===== src/rtl/ext_pkg.sv =====
package ext_pkg;

    typedef enum logic [2:0] {
        CL_PLAIN = 3'd0,
        CL_UIMM  = 3'd1,
        CL_SIMM  = 3'd2,
        CL_SPREL = 3'd3,
        CL_RIND  = 3'd4,
        CL_RPOST = 3'd5,
        CL_RR    = 3'd6,
        CL_BR    = 3'd7
    } tgt_class_e;

    typedef enum logic [1:0] {
        PS_EMPTY = 2'd0,
        PS_ONE   = 2'd1,
        PS_TWO   = 2'd2
    } pfx_state_e;

endpackage


===== src/rtl/ext_prefix_track.sv =====
module ext_prefix_track
    import ext_pkg::*;
#(
    parameter int PFX_W = 13
) (
    input  logic             clk,
    input  logic             rst,
    input  logic             flush,
    input  logic             in_valid,
    input  logic             in_is_prefix,
    input  logic [PFX_W-1:0] in_payload,
    output pfx_state_e       state_o,
    output logic [PFX_W-1:0] first_o,
    output logic [PFX_W-1:0] last_o
);

    pfx_state_e       state_q, state_d;
    logic [PFX_W-1:0] first_q, last_q;
    logic             take_pfx, take_tgt;

    assign take_pfx = in_valid && in_is_prefix && !flush;
    assign take_tgt = in_valid && !in_is_prefix && !flush;

    // next-state selection
    always_comb begin
        state_d = state_q;
        if (flush) begin
            state_d = PS_EMPTY;                      // drop
        end else if (in_valid) begin
            if (in_is_prefix) begin
                unique case (state_q)
                    PS_EMPTY: state_d = PS_ONE;      // take_first
                    PS_ONE:   state_d = PS_TWO;      // take_second
                    PS_TWO:   state_d = PS_TWO;      // replace_last
                    default:  state_d = PS_EMPTY;
                endcase
            end else begin
                state_d = PS_EMPTY;                  // consume
            end
        end
    end

    // state register
    always_ff @(posedge clk) begin
        if (rst) state_q <= PS_EMPTY;
        else     state_q <= state_d;
    end

    // payload registers
    always_ff @(posedge clk) begin
        if (rst || flush || take_tgt) begin
            first_q <= '0;
            last_q  <= '0;
        end else if (take_pfx) begin
            unique case (state_q)
                PS_EMPTY: first_q <= in_payload;
                PS_ONE,
                PS_TWO:   last_q  <= in_payload;
                default:  first_q <= in_payload;
            endcase
        end
    end

    assign state_o = state_q;
    assign first_o = first_q;
    assign last_o  = last_q;

    // flush empties state and payloads
    a_r1_flush_clears: assert property (@(posedge clk) disable iff (rst)
        flush |=> (state_q == PS_EMPTY && first_q == '0 && last_q == '0));

    // a prefix in TWO keeps the first payload and replaces the last
    a_r2_first_kept: assert property (@(posedge clk) disable iff (rst)
        (state_q == PS_TWO && take_pfx) |=>
        (state_q == PS_TWO && first_q == $past(first_q) && last_q == $past(in_payload)));

    // first prefix is captured
    a_r12_take_first: assert property (@(posedge clk) disable iff (rst)
        (state_q == PS_EMPTY && take_pfx) |=>
        (state_q == PS_ONE && first_q == $past(in_payload)));

    // any target consumes the pending prefixes
    a_r10_consume: assert property (@(posedge clk) disable iff (rst)
        take_tgt |=> (state_q == PS_EMPTY));

    // bubbles hold the state
    a_r12_bubble_hold: assert property (@(posedge clk) disable iff (rst)
        (!in_valid && !flush) |=> $stable(state_q) && $stable(first_q) && $stable(last_q));

endmodule


===== src/rtl/ext_value_merge.sv =====
module ext_value_merge
    import ext_pkg::*;
#(
    parameter int PFX_W   = 13,
    parameter int SHORT_W = 6,
    parameter int BR_W    = 8,
    parameter int OUT_W   = 32
) (
    input  pfx_state_e       state_i,
    input  logic [PFX_W-1:0] first_i,
    input  logic [PFX_W-1:0] last_i,
    input  tgt_class_e       cls_i,
    input  logic [BR_W-1:0]  short_i,
    input  logic [1:0]       size_i,
    output logic [OUT_W-1:0] value_o,
    output logic             use_imm_o
);

    localparam int WIDE   = 2*PFX_W + BR_W + 1;
    localparam int W_ONE  = PFX_W + SHORT_W;
    localparam int W_TWO  = 2*PFX_W + SHORT_W;
    localparam int B_NONE = BR_W + 1;
    localparam int B_ONE  = PFX_W + BR_W + 1;

    function automatic logic [WIDE-1:0] sx(input logic [WIDE-1:0] v, input int n);
        logic [WIDE-1:0] m;
        m = {WIDE{1'b1}} << n;
        return v[n-1] ? (v | m) : (v & ~m);
    endfunction

    logic [WIDE-1:0]    f_w, l_w, imm_w, br_w, mask_w, imm_cut;
    logic [WIDE-1:0]    cat0, cat1, cat2, res;
    logic [1:0]         shamt;

    always_comb begin
        f_w     = WIDE'(first_i);
        l_w     = WIDE'(last_i);
        imm_w   = WIDE'(short_i[SHORT_W-1:0]);
        br_w    = WIDE'(short_i) << 1;
        shamt   = (size_i == 2'd0) ? 2'd0 : (size_i == 2'd1) ? 2'd1 : 2'd2;
        mask_w  = {WIDE{1'b1}} << shamt;
        imm_cut = imm_w & mask_w;
        cat0    = imm_w;
        cat1    = (f_w << SHORT_W) | imm_w;
        cat2    = (f_w << (PFX_W + SHORT_W)) | (l_w << SHORT_W) | imm_w;
        res       = '0;
        use_imm_o = 1'b0;
        unique case (cls_i)
            CL_PLAIN: res = '0;
            CL_UIMM: begin
                unique case (state_i)
                    PS_EMPTY: res = cat0;
                    PS_ONE:   res = cat1;
                    default:  res = cat2;
                endcase
            end
            CL_SIMM: begin
                unique case (state_i)
                    PS_EMPTY: res = sx(cat0, SHORT_W);
                    PS_ONE:   res = sx(cat1, W_ONE);
                    default:  res = sx(cat2, W_TWO);
                endcase
            end
            CL_SPREL: begin
                unique case (state_i)
                    PS_EMPTY: res = imm_w << shamt;
                    PS_ONE:   res = (f_w << SHORT_W) | imm_cut;
                    default:  res = (f_w << (PFX_W + SHORT_W)) | (l_w << SHORT_W) | imm_cut;
                endcase
            end
            CL_RIND, CL_RR: begin
                unique case (state_i)
                    PS_EMPTY: res = '0;
                    PS_ONE:   res = f_w;
                    default:  res = (f_w << PFX_W) | l_w;
                endcase
                use_imm_o = (cls_i == CL_RR) && (state_i != PS_EMPTY);
            end
            CL_RPOST: res = '0;
            CL_BR: begin
                unique case (state_i)
                    PS_EMPTY: res = sx(br_w, B_NONE);
                    PS_ONE:   res = sx((f_w << (BR_W + 1)) | br_w, B_ONE);
                    default:  res = (f_w << (PFX_W + BR_W + 1)) | (l_w << (BR_W + 1)) | br_w;
                endcase
            end
            default: res = '0;
        endcase
        value_o = res[OUT_W-1:0];
    end

endmodule


===== src/rtl/ext_imm_unit.sv =====
module ext_imm_unit
    import ext_pkg::*;
#(
    parameter int PFX_W   = 13,
    parameter int SHORT_W = 6,
    parameter int BR_W    = 8,
    parameter int OUT_W   = 32
) (
    input  logic             clk,
    input  logic             rst,
    input  logic             flush,
    input  logic             in_valid,
    input  logic             in_is_prefix,
    input  logic [PFX_W-1:0] in_payload,
    input  logic [2:0]       in_class,
    input  logic [BR_W-1:0]  in_short,
    input  logic [1:0]       in_size,
    output logic [OUT_W-1:0] out_value,
    output logic             out_use_imm,
    output logic             out_valid
);

    pfx_state_e       st;
    logic [PFX_W-1:0] p_first, p_last;
    logic [OUT_W-1:0] merged;
    logic             merged_ui;
    logic             accept;
    tgt_class_e       cls;

    assign cls    = tgt_class_e'(in_class);
    assign accept = in_valid && !in_is_prefix && !flush;

    ext_prefix_track #(.PFX_W(PFX_W)) u_track (
        .clk          (clk),
        .rst          (rst),
        .flush        (flush),
        .in_valid     (in_valid),
        .in_is_prefix (in_is_prefix),
        .in_payload   (in_payload),
        .state_o      (st),
        .first_o      (p_first),
        .last_o       (p_last)
    );

    ext_value_merge #(
        .PFX_W   (PFX_W),
        .SHORT_W (SHORT_W),
        .BR_W    (BR_W),
        .OUT_W   (OUT_W)
    ) u_merge (
        .state_i   (st),
        .first_i   (p_first),
        .last_i    (p_last),
        .cls_i     (cls),
        .short_i   (in_short),
        .size_i    (in_size),
        .value_o   (merged),
        .use_imm_o (merged_ui)
    );

    // output register
    always_ff @(posedge clk) begin
        if (rst || !accept) begin
            out_valid   <= 1'b0;
            out_value   <= '0;
            out_use_imm <= 1'b0;
        end else begin
            out_valid   <= 1'b1;
            out_value   <= merged;
            out_use_imm <= merged_ui;
        end
    end

    // result appears one clock after an accepted target
    a_r11_valid_follows: assert property (@(posedge clk) disable iff (rst)
        accept |=> out_valid);

    // nothing appears without an accepted target
    a_r11_no_spurious: assert property (@(posedge clk) disable iff (rst)
        !accept |=> !out_valid);

    // a prefix yields no output
    a_r12_prefix_silent: assert property (@(posedge clk) disable iff (rst)
        (in_valid && in_is_prefix) |=> !out_valid);

    // fields zero while idle
    a_r11_idle_zero: assert property (@(posedge clk) disable iff (rst)
        !out_valid |-> (out_value == '0 && !out_use_imm));

    // two-register op with a pending prefix selects the immediate form
    a_r8_rr_use_imm: assert property (@(posedge clk) disable iff (rst)
        (accept && cls == CL_RR && st != PS_EMPTY) |=> out_use_imm);

    // post-increment target ignores prefixes
    a_r7_post_zero: assert property (@(posedge clk) disable iff (rst)
        (accept && cls == CL_RPOST) |=> (out_value == '0 && !out_use_imm));

endmodule


===== config.mk =====
export PLATFORM = sky130hd
export DESIGN_NAME = ext_imm_unit
export DESIGN_NICKNAME = d
export VERILOG_FILES = /design/src/rtl/ext_pkg.sv /design/src/rtl/ext_prefix_track.sv /design/src/rtl/ext_value_merge.sv /design/src/rtl/ext_imm_unit.sv
export SDC_FILE = /design/constraint.sdc
export NUM_CORES = 1
export LEC_CHECK = 0
export ABC_CLOCK_PERIOD_IN_PS = 2000
export BUFFER_PORTS_ARGS = -buffer_cell sky130_fd_sc_hd__buf_2
export CAP_MARGIN = 15
export CORE_MARGIN = 2
export CORE_UTILIZATION = 54
export DETAILED_ROUTE_END_ITERATION = 10
export PLACE_DENSITY_LB_ADDON = 0.1
export SYNTH_ARGS = -nofsm -noshare
export SYNTH_HDL_FRONTEND = slang
export SYNTH_SLANG_ARGS = --single-unit
export TNS_END_PERCENT = 10

===== constraint.sdc =====
create_clock -name clk -period 2 [get_ports clk]
set_input_delay 0.4 -clock clk [delete_from_list [all_inputs] [get_ports clk]]
set_output_delay 0.4 -clock clk [all_outputs]
set_load 0.05 [all_outputs]

# == After elaboration in Yosys (flattened, before gate mapping) ==
# Index checks and enable logic that the tools add are counted.
# word_totals
out_inout_bits,34
word_cells,68
ff_bits,62
# op_classes
n_eq_ne,10
n_bitwise,12
muxes,16
n_shift,2
reduce_logical,22
# ops
operator,count
case mux 32 bit (2 select lines),4
case mux 32 bit (6 select lines),1
two-way mux 32 bit,5
case mux 26 bit (2 select lines),1
"left shift 35 x 2 -> 32 bit, first input constant",1
AND 6 x 32 -> 32 bit,1
bitwise OR 19 x 32 -> 32 bit,1
bitwise OR 32 x 19 -> 32 bit,1
bitwise OR 32 x 22 -> 32 bit,1
bitwise OR 32 bit,1
bitwise OR 32 x 6 -> 32 bit,1
bitwise OR 32 x 9 -> 32 bit,1
left shift 6 x 2 -> 32 bit,1
bitwise OR 26 x 13 -> 26 bit,1
bitwise OR 22 x 9 -> 22 bit,1
bitwise OR 19 x 6 -> 19 bit,1
"equality test 3 bit, second input constant",4
OR reduction 2 bit,5
"equality test 3 x 2 -> 1 bit, second input constant",2
two-way mux 2 bit,3
logical AND 1 bit,5
"equality test 2 x 1 -> 1 bit, second input constant",2
zero test 2 bit,2
case mux 2 bit (2 select lines),1
other kinds (9),15

# == Longest topological paths before layout ==
# logic_depth
depth_word,8
mapped_depth,9
mapped_depth_nobuf,6

# == Hierarchy ==
# From an unflattened synthesis, not the netlist that was laid out.
# hier_totals
hier_cells,456
area_unflattened_um2,3636.0
# modules_own_cells
module,cells_per_inst,area_each_um2,seq_area_each_um2,n_inst
ext_value_merge,257,1645.3,0.0,1
ext_prefix_track,128,1029.7,560.5,1
ext_imm_unit,71,960.9,680.7,1

# == Worst setup path after synthesis ==
# No wires, ideal clock.
# synth_timing
path_kind,register -> register
from,"reg u_track.state_q[0], in the netlist u_track.state_o[0]"
to,reg out_value[29]
t_arrival_ns,1.612
required_time_ns,1.930
stages_incl_launch_ff,8
path_buffers,1
setup_slack_ns,0.318
cell_sequence,dfxtp_1 -> inv_1 -> ha_1 -> buf_2 -> nor2_2 -> mux2i_1 -> a2111oi_4 -> o2bb2ai_1
# synth_via
elab_chain_len,3
elab_cells_between_ends,7
# synth_lines
element,line_no,text
from (decl),ext_prefix_track.sv:17,"pfx_state_e state_q, state_d;"
from (signal assigned),ext_prefix_track.sv:46,else state_q <= state_d;
equality test 2 x 1 -> 1 bit / zero test 2 bit (equally long branches),n/a,
"case mux 32 bit (2 select lines), on equally long branches",n/a,
case mux 32 bit (6 select lines) *,ext_value_merge.sv:48,unique case (cls_i)
to (signal assigned),ext_imm_unit.sv:69,out_value <= merged;
to (decl),ext_imm_unit.sv:18,"output logic [OUT_W-1:0] out_value,"
# Mark *: on every way between the ends. The rest lies on a longest branch, timed or not.
# A chain may end at the register's enable or synchronous reset.

# == Final worst setup path ==
# layout_timing
from,"reg u_track.state_q[1], in the netlist u_track.state_o[1]"
to,reg out_value[28]
# The elaborated chain is that of the path after synthesis.

==> metrics.md <==
| Metric | Value |
|---|---|
| Status | finished clean |
| Row count | 27 |
| Die area | around 6300 um^2 |
| DPL Wire Length | approximately 6200 um |
| Slew headroom | about three fifths |
| Crit end category | register |
| Peak supply drop | ~0.00054 V |
| Diode count | 0 |
| Routed WL | 8630 um |
| Final Max Slew Viols | 0 |
| Fin crit share | a little over nine tenths |
| Detail Route Antenna Nets | 0 |
| WS Path Type | reg -> reg |
| Critical Path, Cell by Cell | inv_1, ha_2, nor2_4, o31ai_2, a21o_1, o2bb2ai_1 |
| Slowest CP cell | o31ai_2 |
| Total track usage | 29.3% |
| Worst slew pin tran | 0.569 ns |
| Vias in the first global route | 2805 |
| Clk Latency, worst-skew pair | 0.34 ns |
| Clock input transition at the sequential cells of the worst setup and hold paths | about 0.06 ns |
| Worst reg-to-reg setup slack | 0.13 ns |
| Worst R2R Path Depth | 6 |
| Mapped Area | 3080 um^2 |
| Final setup viols | 0 |
| First-pass DRT Iterations | 5 |
| RSZ-0062 raised after global routing | yes |
| Global routing usage on met1 | 40.3% |
| Reg-to-reg startpoint | u_track.state_o[1] |
| Root Buffer | clkbuf_8 |
| Layout area overhead | 19.6% |
| Clock Sinks | 62 |
| Htree depth | 3 |
| Clock Path Buffers | 2 |
| EDFF count, synth | 0 |
| Max Fclk | 534 MHz |
| P_leak | 0.00138 uW |
| WL/cell | 16.4 um |
| Seq/Total Area, Yosys | 40.3% |
| Drt via density | 6.07 |
| Crit path max fanout | 11 |
| Final Hold Fails | 0 |
| # DRC | 0 |
| Critical Path Sink | out_value[28] |
| Initial antenna violation count | 0 |
| Critical path depth in cells | 6 |
| IO Port Bufs | 64 |
| Setup ws final | ~0.13 ns |
| # hold bufs at CTS | 0 |
| Share of post-route cells with drive strength above 1 | between 20% and 30% |
| Avg Cell Area, Syn | 7.95 um^2 |
| Post-Route Skew | 0.00988 ns |
| Slowest stage delay, CP | 0.48 ns |
| Unique masters post-synth | 48 |
| Most frequent cells in the layout | nand2_1, buf_2, dfxtp_1 |
| Max-Cap Viols | 0 |
| Critical path origin | u_track.state_o[1] |
| PD cells | 704 nW/um^2 |
| Syn Inst Count | 387 |
| Ys flop type | dfxtp_1 |
| GR met2 Demand/Resource | 42.9% |
| Initial DRC Count | 434 |
| Pre-CTS WS | roughly 0.054 ns |
| Post-Synthesis Net Count | 420 |
| GRT Max-Usage Layer | met2 |
| Congestion Overflow GR | 0 |
| CP Buf/Inv Count | 1 |
| First-pass GRT wire length | 14200 um |
| TritonCTS buffer count | 9 |
| Gp weighted congestion | 0.927 |
| Initial Utilization | 55.9% |
| Grt met3 use | under 10% |
| Via count | 3187 |
| Seq cells post-synth | 62 |
| Setup TNS | 0 ns |
| Critical path startpoint category | register |
| WP data required | 2.23 ns |
| Ys async rst share | 0% |
| I/O pin count | 65 |
| Final #Nets | 482 |
| Crit-path leading delay family | compound AO/OA/AOI/OAI gates |
| CP arrival | ~2.1 ns |
| CORE AREA | 5510 um^2 |
| Post-layout minimum cycle time | 1.87 ns |
| Type of the most critical hold path | in -> reg |
| Largest net degree at the start of global routing | 27 |
| Yosys warning total | 0 |
| Commonest non-fill, non-tap cell in the layout | nand2_1 |
| CTS tree | done |
| Die W | just under 80 um |
| RR Endpoint | out_value[28] |
| DIE HEIGHT | 79.5 um |
==> state kept, by name (all words and copies together), names as in the netlist <==
name,count
u_track.last_o,13
u_track.state_o,2
u_track.first_o,13
out_valid,1
out_value,32
out_use_imm,1
==> tightest hold or removal path, delay by kind of cell <==
family	cells	cell delay, ns
AOI/OAI and AO/OA	1	0.05
and+or+nand+nor	1	0.05
buffers and inverters	1	0.10
==> cell families (layout without fill, tap and decap cells) <==
kind of cell | count (synthesis) | in the layout | synth area share [%]
AO/OA/AOI/OAI | 146 | 146 | 31.2
flip-flops | 62 | 62 | 40.3
buffers and inverters | 36 | 102 | 5.65
AND/OR/NAND/NOR | 138 | 138 | 21.0
adder cells (fa/ha/maj) | 2 | 2 | 0.813
multiplexers | 3 | 3 | 0.976
==> through the flow <==
step	cells	area (um^2)	hold WS [ns]	util (%)	power, uW
final	525	3680	0.300	66.8	2590
after global routing	525	3680	0.301	66.8	2680
after CTS	525	3660	0.292	66.4	2590
after detailed placement	510	3470	0.452	63.0	1540
after global placement	510	3470	0.446	63.0	1540
after floorplan	387	3080	0.431	-	1450
==> report_power, final <==
| part | internal, uW | switching (uW) |
|---|---|---|
| logic | 98.0 | 175 |
| registers | 1240 | 7.50 |
| clock network | 598 | 469 |
| total | 1940 | 651 |
==> per-layer routing <==
| layer | up-vias | share of wire (%) |
|---|---|---|
| li1 | 1533 | - |
| met1 | 1451 | 44 |
| met2 | 179 | 45 |
| met3 | 24 | 8.5 |
| met4 | 0 | 2.8 |
| met5 | - | 0 |
==> Yosys cell counts (2+ instances only) <==
cell        n  area share, %
a32o_1      2           0.65
inv_1       4           0.49
nor3_1      2           0.33
or3b_1      2           0.57
ha_1        2           0.81
nor2_1     16            2.0
nand2_1    76            9.3
buf_1       2           0.24
o22ai_1     4           0.81
mux2i_1     3           0.98
and2_1      6            1.2
dfxtp_1    62             40
a222oi_1    2           0.65
o2bb2ai_1   6            1.7
o21ai_1    14            2.3
o22a_1      4            1.1
or3_1       3           0.61
o21ai_0    18            2.9
nor3b_1     3           0.73
a22o_1      6            1.7
buf_2      16            2.6
a22oi_1    12            2.9
nand2b_1   13            2.6
nand3_1     5           0.81
a32oi_1     4            1.1
a21o_1      2           0.49
nand4_1     2           0.41
buf_4       3           0.73
nand4b_1    2           0.57
nor2b_1     2           0.41
a31oi_1     5            1.0
a221oi_1   10            2.8
clkbuf_1    9            1.1
a21oi_1    51            8.3
==> how the worst min path moves through the flow <==
| stage | startpoint | to | slack (ns) | depth (start not counted) |
|---|---|---|---|---|
| 6_report | in_payload[12] | u_track.first_o[12] | 0.30 | 3 |
| 2_1_floorplan | u_track.last_o[10] | u_track.last_o[10] | 0.43 | 2 |
| 3_3_place_gp | u_track.last_o[5] | u_track.last_o[5] | 0.45 | 2 |
| 4_1_cts | in_payload[7] | u_track.first_o[7] | 0.29 | 3 |
| 5_1_grt | in_payload[11] | u_track.last_o[11] | 0.30 | 3 |
| 3_5_place_dp | u_track.last_o[11] | u_track.last_o[11] | 0.45 | 2 |
==> repair_timing <==
action,4_1_cts,5_1_grt
hold endpoints to repair,0,0
endpoints found under the setup margin,0,20
buffers inserted,0,0
gates resized for setup,0,5
==> final cells by class <==
class / instances / area (um^2)
inverter: 5 / 18.8
clock buffer: 11 / 141
tap: 72 / 90.1
fill: 498 / 1830
multi-input combinational: 289 / 1680
sequential: 62 / 1240
clock inverter: 4 / 47.5
timing repair buffer: 82 / 455
Note: power is estimated with default switching activity, not from simulation.
